==> src/rtl/refresh_sched.sv <==
`timescale 1ns/1ps
module refresh_sched #(
  parameter int CLK_PS    = 5000,
  parameter int TREFI_PS  = 7_800_000,
  parameter int TRFC_PS   = 70_000,
  parameter int TRP_PS    = 15_000,
  parameter int TXSNR_PS  = 75_000,
  parameter int TXSRD_CYC = 200,
  parameter int MAX_DEBT  = 8
) (
  input  logic       clk,
  input  logic       rst_n,
  input  logic [1:0] temp_band,
  input  logic       banks_idle,
  input  logic       grant,
  input  logic       sr_exit,
  output logic       ref_req,
  output logic       pre_all_req,
  output logic       busy,
  output logic       rd_block
);
  localparam int IVAL    = TREFI_PS / CLK_PS;
  localparam int TRFC_C  = (TRFC_PS + CLK_PS - 1) / CLK_PS;
  localparam int TRP_C   = (TRP_PS + CLK_PS - 1) / CLK_PS;
  localparam int TXSNR_C = (TXSNR_PS + CLK_PS - 1) / CLK_PS;
  localparam int BMAX1   = TRFC_C > TRP_C ? TRFC_C : TRP_C;
  localparam int BMAX    = BMAX1 > TXSNR_C ? BMAX1 : TXSNR_C;
  localparam int IW      = $clog2(IVAL + 1);
  localparam int DW      = $clog2(MAX_DEBT + 1);
  localparam int BW      = $clog2(BMAX + 1);
  localparam int RW      = $clog2(TXSRD_CYC + 1);

  localparam logic [IW-1:0] IV0    = IW'(IVAL);
  localparam logic [IW-1:0] IV1    = IW'(IVAL / 2);
  localparam logic [IW-1:0] IV2    = IW'(IVAL / 4);
  localparam logic [BW-1:0] RFC_L  = BW'(TRFC_C > 0 ? TRFC_C - 1 : 0);
  localparam logic [BW-1:0] RP_L   = BW'(TRP_C > 0 ? TRP_C - 1 : 0);
  localparam logic [BW-1:0] XSNR_L = BW'(TXSNR_C > 0 ? TXSNR_C - 1 : 0);
  localparam logic [RW-1:0] RD_L   = RW'(TXSRD_CYC > 0 ? TXSRD_CYC - 1 : 0);
  localparam logic [DW-1:0] DMAX   = DW'(MAX_DEBT);

  logic [IW-1:0] tcnt, ival_sel;
  logic [DW-1:0] debt;
  logic [BW-1:0] blk, blk_nxt;
  logic [RW-1:0] rd_cnt;
  logic          tick, inc, dec, owed;

  always_comb
    case (temp_band)
      2'd0:    ival_sel = IV0;
      2'd1:    ival_sel = IV1;
      default: ival_sel = IV2;
    endcase

  assign tick        = (tcnt == '0);
  assign owed        = (debt != '0) && !busy;
  assign ref_req     = owed && banks_idle;
  assign pre_all_req = owed && !banks_idle;
  assign busy        = (blk != '0);
  assign rd_block    = (rd_cnt != '0);
  assign inc         = tick && (debt != DMAX);
  assign dec         = ref_req && grant;

  always_ff @(posedge clk)
    if (!rst_n)    tcnt <= ival_sel - 1'b1;
    else if (tick) tcnt <= ival_sel - 1'b1;
    else           tcnt <= tcnt - 1'b1;

  always_ff @(posedge clk)
    if (!rst_n)          debt <= '0;
    else if (inc && !dec) debt <= debt + 1'b1;
    else if (dec && !inc) debt <= debt - 1'b1;

  always_comb begin
    blk_nxt = busy ? blk - 1'b1 : '0;
    if (ref_req && grant)          blk_nxt = RFC_L;
    else if (pre_all_req && grant) blk_nxt = RP_L;
    if (sr_exit && blk_nxt < XSNR_L) blk_nxt = XSNR_L;
  end

  always_ff @(posedge clk)
    if (!rst_n) blk <= '0;
    else        blk <= blk_nxt;

  always_ff @(posedge clk)
    if (!rst_n)        rd_cnt <= '0;
    else if (sr_exit)  rd_cnt <= RD_L;
    else if (rd_block) rd_cnt <= rd_cnt - 1'b1;
endmodule


==> config.mk <==
export PLATFORM = sky130hd
export DESIGN_NAME = refresh_sched
export DESIGN_NICKNAME = d
export VERILOG_FILES = /design/src/rtl/refresh_sched.sv
export SDC_FILE = /design/constraint.sdc
export NUM_CORES = 1
export LEC_CHECK = 0
export BUFFER_PORTS_ARGS = -buffer_cell sky130_fd_sc_hd__buf_2
export CAP_MARGIN = 20
export CORE_MARGIN = 2
export CORE_UTILIZATION = 35
export CTS_CLUSTER_DIAMETER = 50
export DETAILED_ROUTE_END_ITERATION = 6
export PLACE_DENSITY = 0.49
export SYNTH_ARGS = -nofsm -noshare
export SYNTH_HDL_FRONTEND = slang
export SYNTH_SLANG_ARGS = --single-unit
==> constraint.sdc <==
create_clock -name clk -period 4.95 [get_ports clk]
set_input_delay 0 -clock clk [delete_from_list [all_inputs] [get_ports clk]]
set_output_delay 0 -clock clk [all_outputs]
set_load 0.05 [all_outputs]
# Word-level counts from Yosys, hierarchy flattened
# Cells that the tools add are included.
# classes
n_lt_le_gt_ge,1
n_bitwise,1
addsub,6
n_mux,11
n_reduce_logical,22
eq_ne,2
# op_table
op,count
4-bit 2-to-1 mux,6
11-bit 2-to-1 mux,2
11-bit one-hot mux with 2 select lines,1
"11-bit by 1-bit subtractor with 11-bit output, second input constant",2
8-bit 2-to-1 mux,2
11-bit logical NOT,1
1-bit logical AND,9
4-bit nonzero test,2
8-bit nonzero test,1
"4-bit by 1-bit subtractor with 4-bit output, second input constant",2
"8-bit by 1-bit subtractor with 8-bit output, second input constant",1
"4-bit by 1-bit adder with 4-bit output, second input constant",1
1-bit logical NOT,4
"4-bit < comparator, second input constant",1
"4-bit != test, second input constant",1
2-bit nonzero test,2
2-bit OR reduction,2
"2-bit by 1-bit == test with 1-bit output, second input constant",1
2-bit logical NOT,1
1-bit inverter,1
# word_totals
inputBits,7
elab_cells,49
register_bits,27

# Longest topological paths before layout
# Gate-level depths: netlist (run 1).
# depth
depth_word,10
mapped_depth,12
ltp_nobuf,12

# Worst setup path before layout (run 1)
# Ideal clock, no wire load.
# synth_path
kind,register to register
from,register blk[1]
to,register debt[3]
setup_ns,0.072
period_less_slack_ns,2.905
arrival_time_ns,2.833
stages_incl_launch_ff,12
path_buffers,0
slack_ns,2.045
path_cell_list,dfxtp_1 or4_1 nor2_1 and3_1 inv_1 ha_1 inv_1 ha_1 a21o_1 a21oi_1 mux2i_1 mux2i_1
# synth_between
elab_chain_cells,8
elab_cells_between_ends,10
# synth_lines
item,line_no,source
from (decl),44,"logic [BW-1:0] blk, blk_nxt;"
from (signal assigned),83,else blk <= blk_nxt;
4-bit nonzero test (*),59,assign busy = (blk != '0);
named net busy,19,"output logic busy,"
1-bit logical NOT (*),56,assign owed = (debt != '0) && !busy;
1-bit logical AND (*),56,
1-bit logical AND (*),57,assign ref_req = owed && banks_idle;
1-bit logical AND (*),62,assign dec = ref_req && grant;
1-bit logical NOT,71,else if (inc && !dec) debt <= debt + 1'b1;
1-bit logical AND,71,
4-bit 2-to-1 mux / 2-bit nonzero test (equally long branches),--,
to (signal assigned),71,
to (signal assigned),72,else if (dec && !inc) debt <= debt - 1'b1;
to (decl),43,logic [DW-1:0] debt;
# The timed path passes the listed nets; every way through them passes the cells marked *.
# A chain may end at the register's enable or synchronous reset.

# Final worst setup path (run 1)
# layout_path
from,register tcnt[4]
to,register debt[3]
# layout_between
elab_chain_cells,5
elab_cells_between_ends,7
# layout_lines
item,line_no,source
from (decl),42,"logic [IW-1:0] tcnt, ival_sel;"
from (signal assigned),65,if (!rst_n) tcnt <= ival_sel - 1'b1;
from (signal assigned),66,else if (tick) tcnt <= ival_sel - 1'b1;
from (signal assigned),67,else tcnt <= tcnt - 1'b1;
11-bit logical NOT (*),55,assign tick = (tcnt == '0);
1-bit logical AND (*),61,assign inc = tick && (debt != DMAX);
1-bit logical NOT,72,
1-bit logical AND,72,
2-bit nonzero test (no line),--,
# Mark *: on every way between the ends. The rest lies on a longest branch, timed or not.

==> reports/qor.yml, run 1 <==
path_clk_slew_ns: 0.09
cts_htree_levels: 1
crit_chain: "nor4_1 -> nand2_1 -> or3_1 -> a21oi_1 -> ha_1 -> inv_1 -> ha_1 -> a21o_1 -> a21oi_1 -> mux2i_1 -> mux2i_1"
cts_made_buffers: 3
maxSlewViolCount: 0
ys_seq_area_frac: 0.389
rsz0062_at_grt: "false"
postRouteAntennaNets: 0
synth_nets: 169
tns_ns: 0
dp_worst_setup_slack_ns: 2.02
overflow: 0
finalSetupViolCount: 0
layout_setup_ws_ns: 2.00
utilization: 0.415
dieArea_mm2: 0.00449
dp_hpwl_um: 1940
antennaDiodeCount: 0
yosysWarnings: 0
gp_congestion: 0.792
area_growth_syn_to_layout_pct: 11.8
die_w_um: 67.0
postSynth.asyncResetShare: 0
grt_start_max_net_pins: 15
yosysMostFrequentCell: "dfxtp_1"
fp.dieH_um: 67.0
fmax_ghz: 0.339
combPwrFrac: 0.183
drc: 0
grt_pass1_wl_um: 4720
viasPerCell: 5.06
syn_avg_cell_area_um2: 8.97
p_total_uw: 462
rr_startpoint: "tcnt[4]"
min_from: "temp_band[0]"
synth_largest_area_cell: "dfxtp_1"
ys_types: 38
grt_pass1_vias: 1062
clock-sinks: 27
ioPinCount: 11
pwr_density_cell_mw_per_mm2: 297
synth_top_flop_cell: "dfxtp_1"
synth_edf_count: 0
peakVddDrop_v: 0.000112
nNetsFinal: 183
final_hold_viol_count: 0
r2r_cells: 11
globalRouteTotalUtil: 0.138
rows: 22
power_leakage_nw: 0.634
netlist_area_mm2: 0.00139
relSlewSlack: 0.511
reg2reg_to: "debt[3]"
switchingPower_uw: 131
rrSetupSlack_ns: 2.00
drv_cap: 0
initial_utilization: 0.371
clock_path_buffers: 2
tightest_slew_ns: 0.726
hp-class: "in2reg"
num_vias: 1093
cts_tree: "yes"
worstPathRequired_ns: 5.15
clock-root-buffer: "clkbuf_8"
critPathMaxFanout: 4
antenna_found_initial: 0
slowest_delay_ns: 0.46
drive_above_1_share: 0.125
wl_per_cell_um: 12.4
sw_frac_of_total: 0.283
period_needed_ns: 2.95
worst_ep_arrival_time_ns: 3.15
seq_power_share: 0.551
end_kind: "flip-flop"
critPathTopFamily: "simple AND/OR/NAND/NOR gates"
hold_path_depth: 3
synthCells: 155
start_kind: "flip-flop"
synth_common_cells: "27 x dfxtp_1, 15 x nor2_1, 10 x nand2_1"
fin_crit_sh: 0.596
drt-initial-drc-count: 54
insertion_delay_ns: 0.27
port_buffers: 10
power.internal_uw: 331
core_mm2: 0.00374
outcome: "finished, final reports clean"
synth_seq_cells: 27
holdPathEnd: "tcnt[8]"
cpMaxStageDelayCell: "nor4_1"
synth_area_leaders: "dfxtp_1 39%, ha_1 5.4%, xor2_1 4.4%, nor2_1 4.1%, o21a_1 3.8%"
critical_path_class: "reg2reg"
cp.buffers_inverters: 1
pwr-share-clk: 0.265
synth_top_area_share: 0.389
final.setup_skew_ns: 0.00292
wirelength_um: 2680
cts_setup_buffers: 0
drt_pre_antenna_iters: 4
sequential cells by signal, indices dropped and copies added (netlist names):
name / flops
rd_cnt: 8
debt: 4
blk: 4
tcnt: 11
layout make-up:
type	count	area, um2
fillers	388	2190
multi-input cells	115	797
flip-flops and latches	27	541
repair buffers	13	77.6
well taps	48	60.1
clock buffers	4	45.0
inverters	9	33.8
power groups by stage:
stage          logic, mW  registers (mW)  clock network, mW
2_1_floorplan     0.0676           0.255                  0
3_3_place_gp      0.0815           0.259                  0
3_5_place_dp      0.0832           0.260                  0
4_1_cts           0.0850           0.255              0.130
5_1_grt           0.0952           0.258              0.138
6_report          0.0847           0.255              0.123
worst max path at each step:
stage | startpoint | end | depth (start not counted)
floorplan | blk[1] | debt[3] | 11
global placement | tcnt[4] | debt[3] | 11
detailed placement | tcnt[4] | debt[3] | 11
CTS | tcnt[4] | debt[3] | 11
global route | tcnt[4] | debt[3] | 11
finish | tcnt[4] | debt[3] | 11
kinds of logic after synthesis:
group	count (synthesis)	share of synthesized area
simple gates	59	0.233
compound gates	31	0.149
flops	27	0.389
xor+xnor	13	0.0873
buf+inv	13	0.0378
fa+ha+maj	7	0.0684
mux	5	0.0360
cells in the final DEF, fill, tap and decap left out, drive strengths merged, types with 5 or more instances in the layout:
cell type and n:
xnor2 6, buf 11, nor3 7, xor2 7
dfxtp 27, a21oi 9, nand2 10, o21a 7
a31oi 5, nor2 15, mux2i 5, inv 9
ha 6
stage by stage:
step	instance area, um2	hold slack, ns	cells
after detailed placement	1490	0.249	210
after CTS	1550	0.0301	216
after floorplan	1390	0.0976	155
final	1550	0.0297	216
after global routing	1550	0.0589	216
after global placement	1490	0.252	210
what timing repair did:
action                    in CTS  in global routing
gates resized for setup        0                  0
hold endpoints to repair       2                  0
hold buffers                   2                  0
metal layers:
| metal | track usage | vias to the layer above | wire length, um |
|---|---|---|---|
| li1 | - | 573 | - |
| met5 | 0 | - | 0 |
| met2 | 0.214 | 10 | 1190 |
| met4 | 0.0612 | 0 | 22 |
| met3 | 0.0203 | 2 | 64 |
| met1 | 0.189 | 508 | 1410 |
tightest hold or removal path, delay by kind of cell:
kind / cells / cell delay (ns)
buf+inv: 1 / 0.10
compound gates: 1 / 0.10
simple gates: 1 / 0.06
(Power assumes the default switching activity.)
==> run 2, diff against run 1 <==
Settings changed: PLACE_DENSITY 0.49 to 0.51.
Clock period 4.95 ns to 2.5 ns, I/O delays scaled along.
==> run 2 against run 1 <==
Net effect:
- combinational power rose to 2.5 times the previous value
- register-to-register slack worse by 2.0 ns
- die area unchanged
- sequential share of layout area is 4.0 points lower
- sequential cell count unchanged
- cell count is 7.9% higher
- highest routed layer unchanged
==> reports/qor.yml, run 2 (synthesis results as in run 1) <==
overflow: 0  # unchanged
rsz0062_at_grt: "true"  # was false
drv_cap: 0  # unchanged
period_needed_ns: 2.49  # was 2.95 ns
regMostFlops: "tcnt"  # unchanged
end_kind: "flip-flop"  # unchanged
critical_path_class: "reg2reg"  # unchanged
r2r_cells: 11  # unchanged
port_buffers: 10  # unchanged
path_depth: 11  # unchanged
fin_cells: 233  # was 216
antennaDiodeCount: 0  # unchanged
final_common_cell: "dfxtp_1"  # unchanged
dp_hpwl_um: 2130  # was 1940 um
viasPerCell: 5.05  # was 5.06
final_hold_viol_count: 0  # unchanged
wirelength_um: 2800  # was 2680 um
insertion_delay_ns: 0.28  # was 0.27 ns
largest_reg_flops: 11  # unchanged
pwr_density_cell_mw_per_mm2: 552  # was 297 mW/mm2
drive_above_1_share: 0.303  # was 0.125
worst_ep_arrival_time_ns: 2.70  # was 3.15 ns
cts_tree: "yes"  # unchanged
fin_crit_sh: 0.997  # was 0.596
ioPinCount: 11  # unchanged
cpMaxStageDelayCell: "or3_4"  # was nor4_1
drt-initial-drc-count: 34  # was 54
crit_chain: "nor4_4 -> nand2_1 -> or3_4 -> a21oi_2 -> ha_2 -> inv_4 -> ha_4 -> a21o_1 -> a21oi_2 -> mux2i_1 -> mux2i_1"  # was nor4_1 -> nand2_1 -> or3_1 -> a21oi_1 -> ha_1 -> inv_1 -> ha_1 -> a21o_1 -> a21oi_1 -> mux2i_1 -> mux2i_1
outcome: "finished, final reports clean"  # unchanged
grt_pass1_wl_um: 4930  # was 4720 um
num_vias: 1177  # was 1,093
tightest_slew_ns: 0.711  # was 0.726 ns
slowest_delay_ns: 0.41  # was 0.46 ns
critPathMaxFanout: 4  # unchanged
finalSetupViolCount: 0  # unchanged
grt_start_max_net_pins: 18  # was 15
power_leakage_nw: 0.739  # was 0.634 nW
worstPathRequired_ns: 2.71  # was 5.15 ns
fmax_ghz: 0.401  # was 0.339 GHz
core_mm2: 0.00374  # unchanged
path_clk_slew_ns: 0.10  # was 0.09 ns
grt_pass1_vias: 1162  # was 1,062
clock_path_buffers: 2  # unchanged
drc: 0  # unchanged
rows: 22  # unchanged
startpoint: "tcnt[2]"  # was tcnt[4]
fp.dieH_um: 67.0  # unchanged
cp.buffers_inverters: 1  # unchanged
critPathCapture: "debt[3]"  # unchanged
gp_congestion: 0.785  # was 0.792
die_w_um: 67.0  # unchanged
dpl.cell_count: 224  # was 210
reg2reg_to: "debt[3]"  # unchanged
peakVddDrop_v: 0.000328  # was 0.000112 V
final.setup_skew_ns: 0.00658  # was 0.00292 ns
area_growth_syn_to_layout_pct: 27.5  # was 11.8%
nNetsFinal: 200  # was 183
cts_htree_levels: 1  # unchanged
hp-class: "in2reg"  # unchanged
maxSlewViolCount: 0  # unchanged
final_cell_mix: "23 x dfxtp_1, 18 x buf_4, 14 x nor2_1"  # was 27 x dfxtp_1, 15 x nor2_1, 10 x nand2_1, 10 x buf_2
rr_startpoint: "tcnt[2]"  # was tcnt[4]
start_kind: "flip-flop"  # unchanged
clock-sinks: 27  # unchanged
globalRouteTotalUtil: 0.144  # was 0.138
dieArea_mm2: 0.00449  # unchanged
relSlewSlack: 0.522  # was 0.511
critPathTopFamily: "simple AND/OR/NAND/NOR gates"  # unchanged
cts_made_buffers: 3  # unchanged
rrSetupSlack_ns: 0.007  # was 2.00 ns
postRouteAntennaNets: 0  # unchanged
drt_pre_antenna_iters: 4  # unchanged
initial_utilization: 0.371  # unchanged
antenna_found_initial: 0  # unchanged
top_regs: "tcnt x11, rd_cnt x8"  # unchanged
utilization: 0.473  # was 0.415
wl_per_cell_um: 12.0  # was 12.4 um
clock-root-buffer: "clkbuf_8"  # unchanged
[run 2: cell types whose count changed in the layout (fill, tap and decap cells not counted), sizes merged]
cell / before / now
buf: 11 / 28
clkbuf: 4 / 3
inv: 9 / 10
[run 2: repair_timing]
| action | in CTS | in global routing |
|---|---|---|
| setup buffers | 3 | 0 |
| endpoints found under the setup margin | 2 | 2 |
| pin swaps | 4 | 1 |
| hold buffers | 2 | 0 |
| resized for setup | 11 | 1 |
| endpoints found under the hold margin | 2 | 0 |
[run 2: report_power, final]
part	internal, mW	leakage (nW)	total [mW]	switching [mW]
logic	0.108	0.488	0.215	0.107
clock network	0.117	0.0261	0.263	0.146
registers	0.467	0.224	0.500	0.0328
total	0.692	0.739	0.978	0.285
[run 2: how the worst min path moves through the flow]
| stage | startpoint | end | depth (start not counted) |
|---|---|---|---|
| 2_1_floorplan | temp_band[1] | tcnt[1] | 1 |
| 3_3_place_gp | temp_band[1] | tcnt[1] | 2 |
| 3_5_place_dp | temp_band[1] | tcnt[1] | 2 |
| 4_1_cts | temp_band[0] | tcnt[8] | 3 |
| 5_1_grt | temp_band[0] | tcnt[8] | 3 |
| 6_report | temp_band[0] | tcnt[8] | 3 |
[run 2: routing by layer]
| metal | global-route usage | vias up | share of wire |
|---|---|---|---|
| li1 | - | 604 | - |
| met1 | 0.168 | 561 | 0.47 |
| met2 | 0.251 | 10 | 0.49 |
| met3 | 0.0439 | 2 | 0.034 |
| met4 | 0.0434 | 0 | 0.010 |
| met5 | 0 | - | 0 |
[run 2: worst register-to-register path, cell delays in order (launching register included)]
cell and delay, ns:
dfxtp_2 0.35, nor4_4 0.29, nand2_1 0.11, or3_4 0.41, a21oi_2 0.11, ha_2 0.22
inv_4 0.06, ha_4 0.21, a21o_1 0.16, a21oi_2 0.13, mux2i_1 0.22, mux2i_1 0.19
[run 2: final cells by class]
type                       instances  area [um2]
sequential                        27         546
tap                               48        60.1
clock inverter                     1        8.76
fill                             380        1970
timing repair buffer              30         205
multi-input combinational        115         875
clock buffer                       3        41.3
inverter                           9        36.3
[run 2: metrics by stage]
stage | hold WS (ns) | power [mW] | instance area, um2 | setup TNS (ns) | setup slack, ns
global placement | 0.234 | 0.703 | 1630 | 0 | 0.0268
detailed placement | 0.260 | 0.709 | 1630 | -0.0198 | -0.0198
finish | 0.0126 | 0.978 | 1770 | 0 | 0.00723
CTS | 0.00710 | 0.992 | 1760 | 0 | 0.000296
global route | 0.0349 | 1.05 | 1770 | -0.182 | -0.123
floorplan | 0.0976 | 0.643 | 1420 | -0.0470 | -0.0337
==> run 3, diff against run 2 <==
==> constraint.sdc (replaced) <==
create_clock -name clk -period 2.5 [get_ports clk]
set_input_delay 0.375 -clock clk [delete_from_list [all_inputs] [get_ports clk]]
set_output_delay 0.375 -clock clk [all_outputs]
set_load 0.05 [all_outputs]
==> run 3 against run 2 <==
Net effect:
- the flow now finishes with violations (negative setup slack)
- final area is 2.8% higher
- clock skew shrank 0.0031 ns
- first-iteration DRC count grew 53%
- critical endpoint unchanged
- core utilization rose by 1.3 points
==> reports/qor.yml, run 3 (synthesis results as in run 1) <==
power.internal_uw: 691  # was 692 uW
cts_made_buffers: 3  # unchanged
critical_path_class: "reg2reg"  # unchanged
insertion_delay_ns: 0.27  # was 0.28 ns
reg2reg_to: "debt[3]"  # unchanged
ctsHoldBuffers: 0  # was 2
rr_startpoint: "blk[0]"  # was tcnt[2]
drv_cap: 0  # unchanged
final_hold_viol_count: 0  # unchanged
finalSetupViolCount: 1  # was 0
antenna_found_initial: 0  # unchanged
hold_path_depth: 2  # was 3
hp-class: "in2reg"  # unchanged
pwr-share-clk: 0.257  # was 0.269
cts_htree_levels: 1  # unchanged
wl_per_cell_um: 12.9  # was 12.0 um
die_w_um: 67.0  # unchanged
nNetsFinal: 202  # was 200
num_vias: 1204  # was 1,177
final_cell_mix: "22 x buf_4, 21 x dfxtp_1, 14 x nor2_1"  # was 23 x dfxtp_1, 18 x buf_4, 14 x nor2_1
wirelength_um: 3030  # was 2800 um
failed_checks: "negative setup slack"
cpMaxStageDelayCell: "or4_4"  # was or3_4
clock-root-buffer: "clkbuf_8"  # unchanged
ioPinCount: 11  # unchanged
layout_setup_ws_ns: -0.0103  # was 0.00723 ns
slowest_delay_ns: 0.57  # was 0.41 ns
relSlewSlack: 0.714  # was 0.522
path_clk_slew_ns: 0.09  # was 0.10 ns
dp_hpwl_um: 2160  # was 2130 um
initial_utilization: 0.371  # unchanged
fin_crit_sh: 1.00  # was 0.997
period_needed_ns: 2.51  # was 2.49 ns
final_common_cell: "buf_4"  # was dfxtp_1
worstPathRequired_ns: 2.71  # about the same
hold_ws_ns: 0.335  # was 0.0126 ns
startpoint: "blk[0]"  # was tcnt[2]
rows: 22  # unchanged
fp.dieH_um: 67.0  # unchanged
combPwrFrac: 0.229  # was 0.220
seq_power_share: 0.514  # was 0.511
grt_start_max_net_pins: 17  # was 18
final.setup_skew_ns: 0.00344  # was 0.00658 ns
critPathMaxFanout: 7  # was 4
drt_pre_antenna_iters: 4  # unchanged
clock-sinks: 27  # unchanged
clock_path_buffers: 2  # unchanged
utilization: 0.486  # was 0.473
grt_pass1_wl_um: 5180  # was 4930 um
grt_pass1_vias: 1226  # was 1,162
sw_frac_of_total: 0.289  # was 0.292
worst_ep_arrival_time_ns: 2.72  # was 2.70 ns
peakVddDrop_v: 0.000282  # was 0.000328 V
cts_tree: "yes"  # unchanged
end_kind: "flip-flop"  # unchanged
postRouteAntennaNets: 0  # unchanged
rsz0062_at_grt: "true"  # unchanged
fmax_ghz: 0.398  # was 0.401 GHz
power_leakage_nw: 0.749  # was 0.739 nW
drc: 0  # unchanged
pwr_density_cell_mw_per_mm2: 534  # was 552 mW/mm2
viasPerCell: 5.12  # was 5.05
outcome: "complete, but fails checks"  # was finished, final reports clean
regMostFlops: "tcnt"  # unchanged
maxSlewViolCount: 0  # unchanged
critPathCapture: "debt[3]"  # unchanged
largest_reg_flops: 11  # unchanged
tightest_slew_ns: 0.425  # was 0.711 ns
top_regs: "tcnt x11, rd_cnt x8"  # unchanged
start_kind: "flip-flop"  # unchanged
gp_congestion: 0.787  # was 0.785
area_growth_syn_to_layout_pct: 31.0  # was 27.5%
rrSetupSlack_ns: -0.01  # was 0.007 ns
r2r_cells: 11  # unchanged
switchingPower_uw: 281  # was 285 uW
dieArea_mm2: 0.00449  # unchanged
drive_above_1_share: 0.348  # was 0.303
core_mm2: 0.00374  # unchanged
globalRouteTotalUtil: 0.150  # was 0.144
crit_chain: "or4_4 -> nor2_4 -> and3_4 -> inv_4 -> ha_4 -> inv_4 -> ha_4 -> a21o_1 -> a21oi_2 -> mux2i_1 -> mux2i_1"  # was nor4_4 -> nand2_1 -> or3_4 -> a21oi_2 -> ha_2 -> inv_4 -> ha_4 -> a21o_1 -> a21oi_2 -> mux2i_1 -> mux2i_1
antennaDiodeCount: 0  # unchanged
drt-initial-drc-count: 52  # was 34
overflow: 0  # unchanged
port_buffers: 10  # unchanged
run 3: changes by cell type in the layout (fill, tap and decap cells not counted), moves of 2 or more:
cell,before,now
ha_4,1,3
buf_4,18,22
dfxtp_1,23,21
dlygate4sd3_1,2,0
run 3: repair_timing:
item	4_1_cts	5_1_grt
cloned	0	0
setup buffers	2	4
gates resized for setup	10	11
pin swaps	4	13
hold endpoints to repair	0	0
setup endpoints to repair	2	2
run 3: layer usage:
metal / wire length, um / GRT usage
met5: 0 / 0
met4: 44 / 0.0663
met3: 70 / 0.0236
met2: 1510 / 0.262
met1: 1400 / 0.178
run 3: how the worst min path moves through the flow:
| stage | startpoint | endpoint | slack (ns) |
|---|---|---|---|
| 6_report | temp_band[1] | tcnt[1] | 0.33 |
| 5_1_grt | temp_band[1] | tcnt[1] | 0.35 |
| 4_1_cts | temp_band[1] | tcnt[1] | 0.33 |
| 3_5_place_dp | tcnt[10] | tcnt[10] | 0.45 |
| 3_3_place_gp | tcnt[10] | tcnt[10] | 0.46 |
| 2_1_floorplan | tcnt[0] | tcnt[0] | 0.41 |
run 3: critical path, delay by kind of cell (launching register included):
family / cells / cell delay, ns
flip-flops: 1 / 0.37
adder cells (fa/ha/maj): 2 / 0.35
buffers and inverters: 2 / 0.11
AND/OR/NAND/NOR: 3 / 0.90
AO/OA/AOI/OAI: 2 / 0.30
multiplexers: 2 / 0.41
run 3: cell type report:
cell class                 count  area [um2]
fill                         366        1920
multi-input combinational    115         907
sequential                    27         551
timing repair buffer          32         215
tap                           48        60.1
clock buffer                   3        41.3
inverter                       9        38.8
clock inverter                 1        7.51
run 3: per-stage QoR:
| stage | power [mW] | instance area (um2) | instances | TNS, ns | setup slack, ns |
|---|---|---|---|---|---|
| finish | 0.972 | 1820 | 235 | -0.0103 | -0.0103 |
| floorplan | 0.643 | 1420 | 155 | -0.0703 | -0.0337 |
| global route | 1.03 | 1820 | 235 | -0.182 | -0.111 |
| detailed placement | 0.714 | 1630 | 225 | -0.0400 | -0.0400 |
| CTS | 0.983 | 1740 | 231 | 0 | 0.00438 |
| global placement | 0.708 | 1630 | 225 | 0 | 0.0270 |
run 3: power groups by stage:
stage	sequential, mW	combinational, mW	clock [mW]
after floorplan	0.506	0.137	0
after global placement	0.504	0.204	0
after detailed placement	0.505	0.209	0
after CTS	0.499	0.221	0.263
after global routing	0.506	0.247	0.280
final	0.500	0.223	0.250
